### config.mk
export PLATFORM = sky130hd
export DESIGN_NAME = wdt_match_timer
export DESIGN_NICKNAME = d
export VERILOG_FILES = /design/src/rtl/wdt_pkg.sv /design/src/rtl/wdt_counter.sv /design/src/rtl/wdt_pulse.sv /design/src/rtl/wdt_match_timer.sv
export SDC_FILE = /design/constraint.sdc
export NUM_CORES = 1
export LEC_CHECK = 0
export BUFFER_PORTS_ARGS = -buffer_cell sky130_fd_sc_hd__buf_2
export CAP_MARGIN = 40
export CORE_MARGIN = 2
export CORE_UTILIZATION = 53
export CTS_BUF_LIST = sky130_fd_sc_hd__clkbuf_4 sky130_fd_sc_hd__clkbuf_8 sky130_fd_sc_hd__clkbuf_16
export DETAILED_ROUTE_END_ITERATION = 6
export PLACE_DENSITY = 0.74
export SYNTH_ARGS = -nofsm -noshare
export SYNTH_HDL_FRONTEND = slang
export SYNTH_SLANG_ARGS = --single-unit
### constraint.sdc
create_clock -name clk -period 3.25 [get_ports clk]
set_clock_uncertainty 0.2 [all_clocks]
set_input_delay 0.975 -clock clk [delete_from_list [all_inputs] [get_ports clk]]
set_output_delay 0.975 -clock clk [all_outputs]
set_load 0.005 [all_outputs]
### src/rtl/wdt_pkg.sv
package wdt_pkg;
    localparam int ADDR_W = 5;
    localparam int DATA_W = 32;

    typedef enum logic [2:0] {
        RG_FLAG = 3'd0,
        RG_CTRL = 3'd1,
        RG_CNT  = 3'd2,
        RG_MCTL = 3'd3,
        RG_MVAL = 3'd4,
        RG_MOUT = 3'd5,
        RG_PLEN = 3'd6,
        RG_RSTS = 3'd7
    } reg_sel_e;

    // control bits
    localparam int B_EN  = 0;
    localparam int B_CLR = 1;
    localparam int B_DBG = 2;
    // match-control bits
    localparam int B_IE      = 0;
    localparam int B_STOP    = 2;
    localparam int B_IRST    = 3;
    localparam int B_ERST    = 4;
    localparam int B_FRC_INT = 5;
    localparam int B_FRC_EXT = 6;
    // match-output action field
    localparam int B_ACT_LO = 4;

    typedef enum logic [1:0] {
        ACT_KEEP = 2'd0,
        ACT_LOW  = 2'd1,
        ACT_HIGH = 2'd2,
        ACT_TOG  = 2'd3
    } mout_act_e;
endpackage

### src/rtl/wdt_counter.sv
module wdt_counter #(
    parameter int CNT_W = 32
) (
    input  logic             clk,
    input  logic             rst_n,
    input  logic             tick,
    input  logic             run_en,
    input  logic             halt,
    input  logic             hold_zero,
    input  logic             stop_on_hit,
    input  logic [CNT_W-1:0] match_val,
    output logic [CNT_W-1:0] cnt,
    output logic             hit
);
    logic [CNT_W-1:0] cnt_d, cnt_q;
    logic             adv;

    always_comb begin
        adv   = run_en && tick && !halt && !hold_zero;
        hit   = adv && (cnt_q == match_val);
        cnt_d = cnt_q;
        if (hold_zero)
            cnt_d = '0;
        else if (hit && stop_on_hit)
            cnt_d = '0;
        else if (adv)
            cnt_d = cnt_q + 1'b1;
    end

    always_ff @(posedge clk or negedge rst_n) begin
        if (!rst_n) cnt_q <= '0;
        else        cnt_q <= cnt_d;
    end

    assign cnt = cnt_q;
endmodule

### src/rtl/wdt_pulse.sv
module wdt_pulse #(
    parameter int LEN_W  = 16,
    parameter int MARGIN = 2
) (
    input  logic             clk,
    input  logic             rst_n,
    input  logic             tick,
    input  logic             fire,
    input  logic [LEN_W-1:0] len,
    output logic             active
);
    localparam int REM_W = LEN_W + $clog2(MARGIN + 1) + 1;

    logic [REM_W-1:0] rem_d, rem_q;

    always_comb begin
        rem_d = rem_q;
        if (fire)
            rem_d = REM_W'(len) + REM_W'(MARGIN);
        else if (tick && (rem_q != '0))
            rem_d = rem_q - 1'b1;
    end

    always_ff @(posedge clk or negedge rst_n) begin
        if (!rst_n) rem_q <= '0;
        else        rem_q <= rem_d;
    end

    assign active = (rem_q != '0);
endmodule

### src/rtl/wdt_match_timer.sv
module wdt_match_timer
    import wdt_pkg::*;
#(
    parameter int CNT_W  = 32,
    parameter int PLEN_W = 16,
    parameter int MARGIN = 2
) (
    input  logic              clk,
    input  logic              por_n,
    input  logic              rst_n,
    input  logic              tick,
    input  logic              dbg_halt,
    input  logic [ADDR_W-1:0] bus_addr,
    input  logic              bus_wr,
    input  logic [DATA_W-1:0] bus_wdata,
    output logic [DATA_W-1:0] bus_rdata,
    output logic              irq,
    output logic              int_rst,
    output logic              ext_rst,
    output logic              match_out
);
    typedef struct packed {
        logic              flag;
        logic [2:0]        ctrl;
        logic              ie;
        logic              stop;
        logic              irst;
        logic              erst;
        logic [CNT_W-1:0]  mval;
        logic              mo;
        logic [1:0]        act;
        logic [PLEN_W-1:0] plen;
        logic              int_rst;
    } state_t;

    state_t           s_d, s_q;
    logic             sts_d, sts_q;
    logic [CNT_W-1:0] cnt_w;
    logic             hit_w, ext_w;
    logic             aligned, wr_ok, int_fire, ext_fire;
    reg_sel_e         sel;

    assign aligned  = (bus_addr[1:0] == 2'b00);
    assign sel      = reg_sel_e'(bus_addr[ADDR_W-1:2]);
    assign wr_ok    = bus_wr && aligned;
    assign int_fire = (hit_w && s_q.irst) ||
                      (wr_ok && sel == RG_MCTL && bus_wdata[B_FRC_INT]);
    assign ext_fire = (hit_w && s_q.erst) ||
                      (wr_ok && sel == RG_MCTL && bus_wdata[B_FRC_EXT]);

    wdt_counter #(.CNT_W(CNT_W)) u_cnt (
        .clk        (clk),
        .rst_n      (rst_n),
        .tick       (tick),
        .run_en     (s_q.ctrl[B_EN]),
        .halt       (s_q.ctrl[B_DBG] && dbg_halt),
        .hold_zero  (s_q.ctrl[B_CLR]),
        .stop_on_hit(s_q.stop),
        .match_val  (s_q.mval),
        .cnt        (cnt_w),
        .hit        (hit_w)
    );

    wdt_pulse #(.LEN_W(PLEN_W), .MARGIN(MARGIN)) u_ext (
        .clk   (clk),
        .rst_n (rst_n),
        .tick  (tick),
        .fire  (ext_fire),
        .len   (s_q.plen),
        .active(ext_w)
    );

    always_comb begin
        s_d = s_q;
        // match effects
        if (hit_w) begin
            if (s_q.stop) s_d.ctrl[B_EN] = 1'b0;
            unique case (mout_act_e'(s_q.act))
                ACT_LOW:  s_d.mo = 1'b0;
                ACT_HIGH: s_d.mo = 1'b1;
                ACT_TOG:  s_d.mo = ~s_q.mo;
                default:  s_d.mo = s_q.mo;
            endcase
        end
        // register writes take precedence over match effects
        if (wr_ok) begin
            unique case (sel)
                RG_FLAG: if (bus_wdata[0]) s_d.flag = 1'b0;
                RG_CTRL: s_d.ctrl = bus_wdata[2:0];
                RG_MCTL: begin
                    s_d.ie   = bus_wdata[B_IE];
                    s_d.stop = bus_wdata[B_STOP];
                    s_d.irst = bus_wdata[B_IRST];
                    s_d.erst = bus_wdata[B_ERST];
                end
                RG_MVAL: s_d.mval = bus_wdata[CNT_W-1:0];
                RG_MOUT: begin
                    s_d.mo  = bus_wdata[0];
                    s_d.act = bus_wdata[B_ACT_LO +: 2];
                end
                RG_PLEN: s_d.plen = bus_wdata[PLEN_W-1:0];
                default: ;
            endcase
        end
        if (hit_w) s_d.flag = 1'b1;
        s_d.int_rst = int_fire && !s_q.int_rst;
        sts_d = sts_q | int_fire | ext_fire;
    end

    always_ff @(posedge clk or negedge rst_n) begin
        if (!rst_n) s_q <= '0;
        else        s_q <= s_d;
    end

    always_ff @(posedge clk or negedge por_n) begin
        if (!por_n) sts_q <= 1'b0;
        else        sts_q <= sts_d;
    end

    always_comb begin
        bus_rdata = '0;
        if (aligned) begin
            unique case (sel)
                RG_FLAG: bus_rdata[0]   = s_q.flag;
                RG_CTRL: bus_rdata[2:0] = s_q.ctrl;
                RG_CNT:  bus_rdata[CNT_W-1:0] = cnt_w;
                RG_MCTL: begin
                    bus_rdata[B_IE]   = s_q.ie;
                    bus_rdata[B_STOP] = s_q.stop;
                    bus_rdata[B_IRST] = s_q.irst;
                    bus_rdata[B_ERST] = s_q.erst;
                end
                RG_MVAL: bus_rdata[CNT_W-1:0] = s_q.mval;
                RG_MOUT: begin
                    bus_rdata[0] = s_q.mo;
                    bus_rdata[B_ACT_LO +: 2] = s_q.act;
                end
                RG_PLEN: bus_rdata[PLEN_W-1:0] = s_q.plen;
                RG_RSTS: bus_rdata[0] = sts_q;
                default: ;
            endcase
        end
    end

    assign irq       = s_q.flag && s_q.ie;
    assign int_rst   = s_q.int_rst;
    assign ext_rst   = ext_w;
    assign match_out = s_q.mo;
endmodule

After elaboration in Yosys (flattened, before gate mapping)

Cells that the tools add are included.

Memories kept: 0
Bits in latches: 0
ROM bits: 0
Bits of input ports: 43
RAM bits: 0
Flip-flop bits (word level): 112
Output and inout port bits: 36
Word-level logic and storage cells: 93

$lt $le $gt $ge: 0
$mul: 0
Divide/modulo/power cells: 0
Add/subtract/negate cells: 3
Reduce and logical (&&, ||, !) cells: 34
Multiplexer cells: 27
Shift operators: 0
Equal/unequal tests: 11
Bitwise gates (word level): 3

Operator list:

| operator                                                               | number |
|---|---|
| 32-bit two-way mux                                                     | 5 |
| 59-bit two-way mux                                                     | 1 |
| 19-bit two-way mux                                                     | 2 |
| 32-bit by 1-bit adder with 32-bit output (second input constant)       | 1 |
| 32-bit equality test                                                   | 1 |
| 16-bit case mux with 2 select lines                                    | 1 |
| 10-bit case mux with 3 select lines                                    | 1 |
| 19-bit nonzero test                                                    | 1 |
| 19-bit by 1-bit subtractor with 19-bit output (second input constant)  | 1 |
| 16-bit by 2-bit adder with 17-bit output (second input constant)       | 1 |
| 16-bit two-way mux                                                     | 1 |
| 1-bit logical AND                                                      | 15 |
| 3-bit equality test (second input constant)                            | 4 |
| 1-bit case mux with 4 select lines                                     | 3 |
| 1-bit case mux with 5 select lines                                     | 2 |
| 2-bit AND reduction                                                    | 5 |
| 1-bit case mux with 8 select lines                                     | 1 |
| 2-bit nonzero test                                                     | 4 |
| 3-bit by 2-bit equality test with 1-bit output (second input constant) | 2 |
| 1-bit two-way mux                                                      | 6 |
| 3-bit two-way mux                                                      | 2 |
| 2-bit equality test (second input constant)                            | 2 |
| 4-bit two-way mux                                                      | 1 |
| 3-bit by 1-bit equality test with 1-bit output (second input constant) | 1 |
| 10 further kinds                                                       | 14 |

Depth between registers and ports, before layout

Gate-level depths: netlist of the first run.

Word-level depth: 9
Mapped depth: 10
Gate-level depth less buffers: 8

By module

From an unflattened synthesis of the first run, not the netlist that was laid out.

Cell total of the unflattened synthesis: 639
Area total of the unflattened synthesis: 6687.7 um^2

Modules (own cells, without submodules):

| module          | times used | cells an instance | area each (um^2) | seq. area each (um^2) |
|---|---|---|---|---|
| wdt_match_timer | 1          | 265               | 3352.0           | 1526.5 |
| wdt_counter     | 1          | 214               | 1971.9           | 800.8 |
| wdt_pulse       | 1          | 160               | 1363.8           | 475.5 |

Least setup slack after synthesis of the first run

OpenSTA, ideal clock, no wires.

Kind: in2out
Start: input port bus_addr[4]
End: output port bus_rdata[21]
Cell stages on the path: 6
Path slack: -0.219 ns
Arrival time: 2.294 ns
Data required time: 2.075 ns
Path buffers: 2
Cells stage by stage: buf_2 -> inv_1 -> nor3_1 -> clkbuf_1 -> a22oi_1 -> nor2_1

Longest elaborated chain between the ends: 3
Elaborated cells between the ends (all ways): 4
Those cells by class: eq/ne (2); mux (2)

RTL lines:

| element                                                                               | line                   | text |
|---|---|---|
| start, declared                                                                       | wdt_match_timer.sv:13  | `input logic [ADDR_W-1:0] bus_addr,` |
| 3-bit equality test or 3-bit by 2-bit equality test with 1-bit output (tied branches) | wdt_match_timer.sv:123 | `unique case (sel)` |
| 16-bit case mux with 2 select lines *                                                 | wdt_match_timer.sv:123 |  |
| 32-bit two-way mux *                                                                  | wdt_match_timer.sv:122 | `if (aligned) begin` |
| end, declared                                                                         | wdt_match_timer.sv:16  | `output logic [DATA_W-1:0] bus_rdata,` |

Every way passes the cells marked *; elsewhere a longest branch is shown, timed or not.

Worst setup path after layout of the first run

Start: input port bus_addr[2]
End: output port bus_rdata[30]

The elaborated chain is that of the path after synthesis.

==> results of run 1 <==
## stage by stage
stage               instances  hold slack, ns  setup TNS, ns
floorplan                 627           0.228              0
global route              874           0.187        -0.0371
detailed placement        855           0.218         -0.712
finish                    874           0.187              0
global placement          855           0.211         -0.286
CTS                       871           0.178              0
## flip-flops by register name (all words and copies together) (netlist names)
name         flops
int_rst          1
match_out        1
s_q             58
sts_q            1
u_cnt.cnt       32
u_ext.rem_q     19
## cell usage in the layout, fill, tap and decap left out, types with 6 or more instances in the layout
| cell type | count |
|---|---|
| nand3_1 | 21 |
| xnor2_1 | 49 |
| nor2_1 | 71 |
| dfrtp_1 | 112 |
| and3_1 | 11 |
| buf_12 | 6 |
| clkbuf_16 | 11 |
| a21oi_1 | 7 |
| buf_4 | 30 |
| mux2_2 | 70 |
| nand4_1 | 20 |
| nor3_1 | 12 |
| and2_1 | 8 |
| nand2_1 | 32 |
| o21ai_0 | 9 |
| xor2_1 | 36 |
| and4_1 | 7 |
| a22oi_1 | 28 |
| buf_2 | 74 |
| mux2i_1 | 22 |
| nor4_1 | 6 |
| inv_1 | 14 |
## power groups by stage
| stage | clock network [uW] | registers [uW] | logic, uW |
|---|---|---|---|
| after floorplan | 0 | 1880 | 678 |
| after global placement | 0 | 1960 | 894 |
| after detailed placement | 0 | 1970 | 941 |
| after CTS | 1310 | 1950 | 952 |
| final | 1280 | 1980 | 998 |
| after global routing | 1360 | 2010 | 1100 |
## kinds of logic after synthesis
| logic type | after synthesis |
|---|---|
| flops | 112 |
| simple gates | 221 |
| xor+xnor | 85 |
| fa+ha+maj | 4 |
| compound gates | 64 |
| mux | 92 |
| buf+inv | 49 |
## area by class of cell
cell class / instances / area (sq um) / share of cell area, %
multi-input combinational: 466 / 3520 / 45.4
sequential: 112 / 2800 / 36.2
inverter: 15 / 56.3 / 0.727
tap: 147 / 184 / 2.38
clock inverter: 6 / 115 / 1.49
timing repair buffer: 118 / 833 / 10.8
clock buffer: 10 / 233 / 3.01
## critical path: cells and delay by family
family / cells / cell delay [ns]
compound gates: 1 / 0.09
buf+inv: 5 / 0.75
simple gates: 2 / 0.25
## how the worst max path moves through the flow
stage                                          start             to
final                                    bus_addr[2]  bus_rdata[30]
after global routing      u_ext.rem_q[5]$_DFFE_PN0P_        ext_rst
after CTS                                bus_addr[2]  bus_rdata[31]
after detailed placement                 bus_addr[4]   bus_rdata[4]
after global placement                   bus_addr[4]   bus_rdata[4]
after floorplan                          bus_addr[3]  bus_rdata[21]
## what timing repair did
| action | CTS | global route |
|---|---|---|
| cloned | 0 | 2 |
| gates resized for setup | 4 | 28 |
| buffers inserted | 0 | 1 |
| hold buffers | 0 | 0 |
| pin swaps | 0 | 3 |
| setup endpoints to repair | 19 | 31 |
| endpoints found under the hold margin | 0 | 0 |
## routing by layer
layer	global-route usage [%]	vias up	wire length (um)
li1	-	2410	-
met1	32.9	2543	6970
met2	43.3	164	8160
met3	3.99	40	669
met4	12.4	0	586
met5	0	-	0
==> qor.txt, run 1 <==
Net switching power -> 1320 uW
# rows -> 40
CP Max Fanout -> 9
First-pass DRT Iterations -> 5
Flops & latches, synth -> 112
Final slew viol count -> 0
Tmin final -> 3.24 ns
Internal power -> 2940 uW
Worst Tran Pin Value -> 0.674 ns
Top-count cell post-synth -> dfrtp_1
Design Area, Final -> 0.00774 sq mm
Placed inst area -> 0.00720 sq mm
Worst r2r src -> u_ext.rem_q[5]$_DFFE_PN0P_
Layout area overhead -> 21.0%
Drc violations -> 0
Final setup vio count -> 0
Post-synthesis compound-gate area fraction -> 7.02%
Area share of the largest cell type after synthesis -> 43.8%
Share of layout cells above drive strength 1 -> 31.1%
Switching Share -> 31.0%
Mapped Cells -> 627
Asr flop ratio synth -> 100%
CP Capture Type -> output pin
CTS max path bufs -> 2
Drt initial violations -> 323
Worst-Skew Late Latency -> 0.35 ns
Maximum vdd ir drop -> 0.328 mV
Most used DFF post-synth -> dfrtp_1
Fill cells -> 945
Drt via density -> 5.90
Pwr Total -> 4260 uW
I/O pin cnt -> 79
Synthesized Nets -> 674
Largest area contributor in the netlist -> dfrtp_1
Final period util -> 99.7%
Run status -> completed
Sequential share of power -> 46.4%
Critical path class -> primary input to output pin
Total vias in the final route -> 5,157
DPL Wire Length -> 12,000 um
HP Class -> primary input to asynchronous set/reset pin
H-tree Lvls -> 3
Core Area -> 0.0119 sq mm
Fin worst setup slack -> 0.00891 ns
Routed wire per std cell -> 18.7 um
Initial antenna violation count -> 0
Main combinational cell family by area after synthesis -> simple AND/OR/NAND/NOR gates
CTS tree -> built
# diodes -> 0
Most frequent cells after synthesis -> dfrtp_1 (112), nor2_1 (74), mux2_2 (70)
Die height -> 114 um
Critical Path Slowest Stage Cell -> clkbuf_4
GRT Total Usage -> 25.8%
Mapped Area -> 0.00639 sq mm
Count of cell types in the netlist -> 50
Post-route ant nets -> 0
CP required -> 2.07 ns
Pre-CTS setup slack -> -0.126 ns
Worst Reg2Reg Path Length in Cells -> 7
Initial core utilization -> 53.7%
Combinational share of power -> 23.4%
Nets -> 769
GP Congestion -> 0.914
R2R Setup Slk -> 0.52 ns
Full die area -> 0.0130 sq mm
Root Driver -> clkbuf_16
Rel. slew slack -> 55.0%
Cts bufs inserted -> 9
Syn_area_per_cell -> 10.2 sq um
Simple-gate area share of the yosys netlist -> 18.0%
Die width -> 114 um
Area share of xor/xnor cells in the synthesized design -> 11.6%
Clk pwr share -> 30.1%
Max stage delay on crit path -> 0.17 ns
Synthesized-area fraction occupied by adder cells -> 0.783%
Leakage -> 0.00355 uW
Fmax -> 309 MHz
CTS clk-pin slew, worst paths -> 0.07 ns
Routed WL -> 16,400 um
Post-synthesis sequential area ratio -> 43.8%
First-pass GRT wire length -> 26,400 um
CP arrival -> 2.07 ns
Pin count of the biggest net entering global routing -> 52
CP Cell Sequence -> clkbuf_4 > buf_4 > nor3_4 > buf_12 > clkbuf_16 > a22oi_1 > nor2_1 > buf_2
EDFF count, synth -> 0
Vias in the first global route -> 5,226
Max-Cap Viols -> 0
Hold Vio Cnt, Final -> 0
Setup crit start kind -> primary input
Synth area leaders -> dfrtp_1 (44%), mux2_2 (12%), xnor2_1 (6.7%), xor2_1 (4.9%), nor2_1 (4.3%)
Mux contribution to synthesized area -> 15.8%
Port bufs -> 78
Final core occ -> 65.0%
RSZ-0062 raised after global routing -> true
R2R Path End -> u_ext.rem_q[17]$_DFFE_PN0P_
PD cells -> 550 mW/mm^2
YS warnings -> 0
Grt total ovfl -> 0
Clock sink count -> 112
No activity file was read; power rests on OpenSTA's default activity.
==> inputs of run 2 (changes only) <==
SETUP_SLACK_MARGIN = 0.1   (was unset)
==> run 2 against run 1 <==
Register-to-register slack gained 0.07 ns. Flip-flop and latch count stayed put. Sequential share of layout area shrank 0.76 points. Critical path depth decreased by 1. Routed wire length rose by 6.1%. Clock power about the same. Sequential power about the same. Hold slack got worse by 0.012 ns. Design area rose by 2.2%. Via count up 2.7%. Global-route usage grew 2.1 points. Utilization is 1.4 points higher. Largest cell class unchanged. Highest routed layer unchanged.
==> qor.txt, run 2 (synthesis results as in run 1) <==
Fmax -> 311 MHz (was 309 MHz)
Port bufs -> 78 (unchanged)
Placed inst area -> 0.00716 sq mm (was 0.00720 sq mm)
Hold Vio Cnt, Final -> 0 (unchanged)
# rows -> 40 (unchanged)
Fill cells -> 901 (was 945)
RSZ-0062 raised after global routing -> true (unchanged)
HP Class -> primary input to asynchronous set/reset pin (unchanged)
Net switching power -> 1380 uW (was 1320 uW)
H-tree Lvls -> 3 (unchanged)
Routed WL -> 17,400 um (was 16,400 um)
Vias in the first global route -> 5,367 (was 5,226)
Max stage delay on crit path -> 0.35 ns (was 0.17 ns)
Cts bufs inserted -> 9 (unchanged)
Biggest register -> s_q (unchanged)
Rel. slew slack -> 36.6% (was 55.0%)
Clk pwr share -> 29.2% (was 30.1%)
PD cells -> 544 mW/mm^2 (was 550 mW/mm^2)
Worst Tran Pin Value -> 0.950 ns (was 0.674 ns)
Most frequent cells in the layout -> dfrtp_1 (112), buf_2 (74), mux2_2 (70) (was dfrtp_1 (112), buf_2 (74), nor2_1 (71))
GP Congestion -> 0.917 (was 0.914)
Final core occ -> 66.4% (was 65.0%)
Layout area overhead -> 23.6% (was 21.0%)
I/O pin cnt -> 79 (unchanged)
Setup crit start kind -> primary input (unchanged)
Commonest non-fill, non-tap cell in the layout -> dfrtp_1 (unchanged)
Design Area, Final -> 0.00791 sq mm (was 0.00774 sq mm)
Leakage -> 0.00361 uW (was 0.00355 uW)
Worst-Skew Late Latency -> 0.37 ns (was 0.35 ns)
Fin worst setup slack -> 0.0338 ns (was 0.00891 ns)
Die height -> 114 um (unchanged)
Combinational share of power -> 24.7% (was 23.4%)
Root Driver -> clkbuf_16 (unchanged)
Sequential share of power -> 46.1% (was 46.4%)
Final setup vio count -> 0 (unchanged)
Clock sink count -> 112 (unchanged)
Max reg flops -> 58 (unchanged)
Initial antenna violation count -> 0 (unchanged)
Initial core utilization -> 53.7% (unchanged)
DPL Wire Length -> 12,100 um (was 12,000 um)
Register Area -> 0.00280 sq mm (unchanged)
Pin count of the biggest net entering global routing -> 50 (was 52)
Core Area -> 0.0119 sq mm (unchanged)
Maximum vdd ir drop -> 0.263 mV (was 0.328 mV)
Run status -> completed (unchanged)
Critical path class -> primary input to output pin (unchanged)
Internal power -> 2920 uW (was 2940 uW)
CP Max Fanout -> 5 (was 9)
First-pass GRT wire length -> 27,900 um (was 26,400 um)
CTS tree -> built (unchanged)
CP Capture Type -> output pin (unchanged)
Setup TNS Final -> 0 ns (unchanged)
GRT Total Usage -> 27.9% (was 25.8%)
Switching Share -> 32.1% (was 31.0%)
Total vias in the final route -> 5,296 (was 5,157)
Pre-CTS setup slack -> -0.167 ns (was -0.126 ns)
Post-placement cell count -> 849 (was 855)
Non-filler instance count after layout -> 882 (was 874)
Drt initial violations -> 438 (was 323)
Tmin final -> 3.22 ns (was 3.24 ns)
Share of layout cells above drive strength 1 -> 33.9% (was 31.1%)
Post-route ant nets -> 0 (unchanged)
CP top delay family -> buffers and inverters (unchanged)
Max-Cap Viols -> 0 (unchanged)
CP required -> 2.07 ns (about the same)
Nets -> 777 (was 769)
Multi-input gate area -> 0.00357 sq mm (was 0.00352 sq mm)
Final slew viol count -> 0 (unchanged)
# diodes -> 0 (unchanged)
Full die area -> 0.0130 sq mm (unchanged)
Critical Path Slowest Stage Cell -> mux2_2 (was clkbuf_4)
CP arrival -> 2.04 ns (was 2.07 ns)
Routed wire per std cell -> 19.7 um (was 18.7 um)
First-pass DRT Iterations -> 5 (unchanged)
Drt via density -> 6.00 (was 5.90)
CP Cell Sequence -> buf_12 > buf_6 > buf_4 > mux2_2 > a21oi_1 > nor2_1 > buf_2 (was clkbuf_4 > buf_4 > nor3_4 > buf_12 > clkbuf_16 > a22oi_1 > nor2_1 > buf_2)
CTS max path bufs -> 2 (unchanged)
Die width -> 114 um (unchanged)
Drc violations -> 0 (unchanged)
Final period util -> 99.0% (was 99.7%)
Grt total ovfl -> 0 (unchanged)
CTS clk-pin slew, worst paths -> 0.07 ns (about the same)
Critical path buffers and inverters -> 4 (was 5)
==> run 2: path summary, 6_finish.rpt <==
| check | from | to | slack [ns] | depth (start not counted) |
|---|---|---|---|---|
| setup / recovery | bus_addr[2] | bus_rdata[5] | 0.03 | 7 |
| hold / removal | por_n | sts_q$_DFF_PN0_ | 0.18 | 1 |
| setup reg to reg | u_ext.rem_q[4]$_DFFE_PN0P_ | u_ext.rem_q[17]$_DFFE_PN0P_ | 0.59 | 7 |
| hold reg to reg | int_rst$_DFF_PN0_ | int_rst$_DFF_PN0_ | 0.22 | 1 |
| max in group asynchronous | rst_n | u_ext.rem_q[11]$_DFFE_PN0P_ | 1.72 | 2 |
| min in group clk | int_rst$_DFF_PN0_ | int_rst$_DFF_PN0_ | 0.22 | 1 |
==> run 2: metal layers <==
metal / part of all wire (%) / track usage [%]
met1: 42 / 35.5
met2: 51 / 47.6
met3: 4.7 / 4.41
met4: 2.9 / 11.7
met5: 0 / 0
==> run 2: area by class of cell <==
| class | instances | share of cell area [%] |
|---|---|---|
| clock buffer | 10 | 2.94 |
| clock inverter | 6 | 1.23 |
| inverter | 15 | 0.712 |
| multi-input combinational | 466 | 45.2 |
| sequential | 112 | 35.4 |
| tap | 147 | 2.33 |
| timing repair buffer | 126 | 12.2 |
==> run 2: what timing repair did <==
item | in CTS | in global routing
cloned | 3 | 1
endpoints found under the setup margin | 33 | 31
gates resized for setup | 40 | 20
hold buffers | 0 | 0
pin swaps | 5 | 14
setup buffers | 5 | 8
==> run 2: through the flow <==
| stage | power (uW) | hold slack [ns] |
|---|---|---|
| 5_1_grt | 4510 | 0.170 |
| 4_1_cts | 4220 | 0.165 |
| 3_5_place_dp | 2900 | 0.217 |
| 6_report | 4300 | 0.175 |
| 3_3_place_gp | 2850 | 0.208 |
| 2_1_floorplan | 2560 | 0.228 |
==> run 2: power groups by stage <==
stage	Combinational, uW	Sequential, uW	Clock (uW)
floorplan	679	1880	0
global placement	883	1960	0
detailed placement	923	1980	0
CTS	993	1960	1270
global route	1170	2010	1330
finish	1060	1980	1250
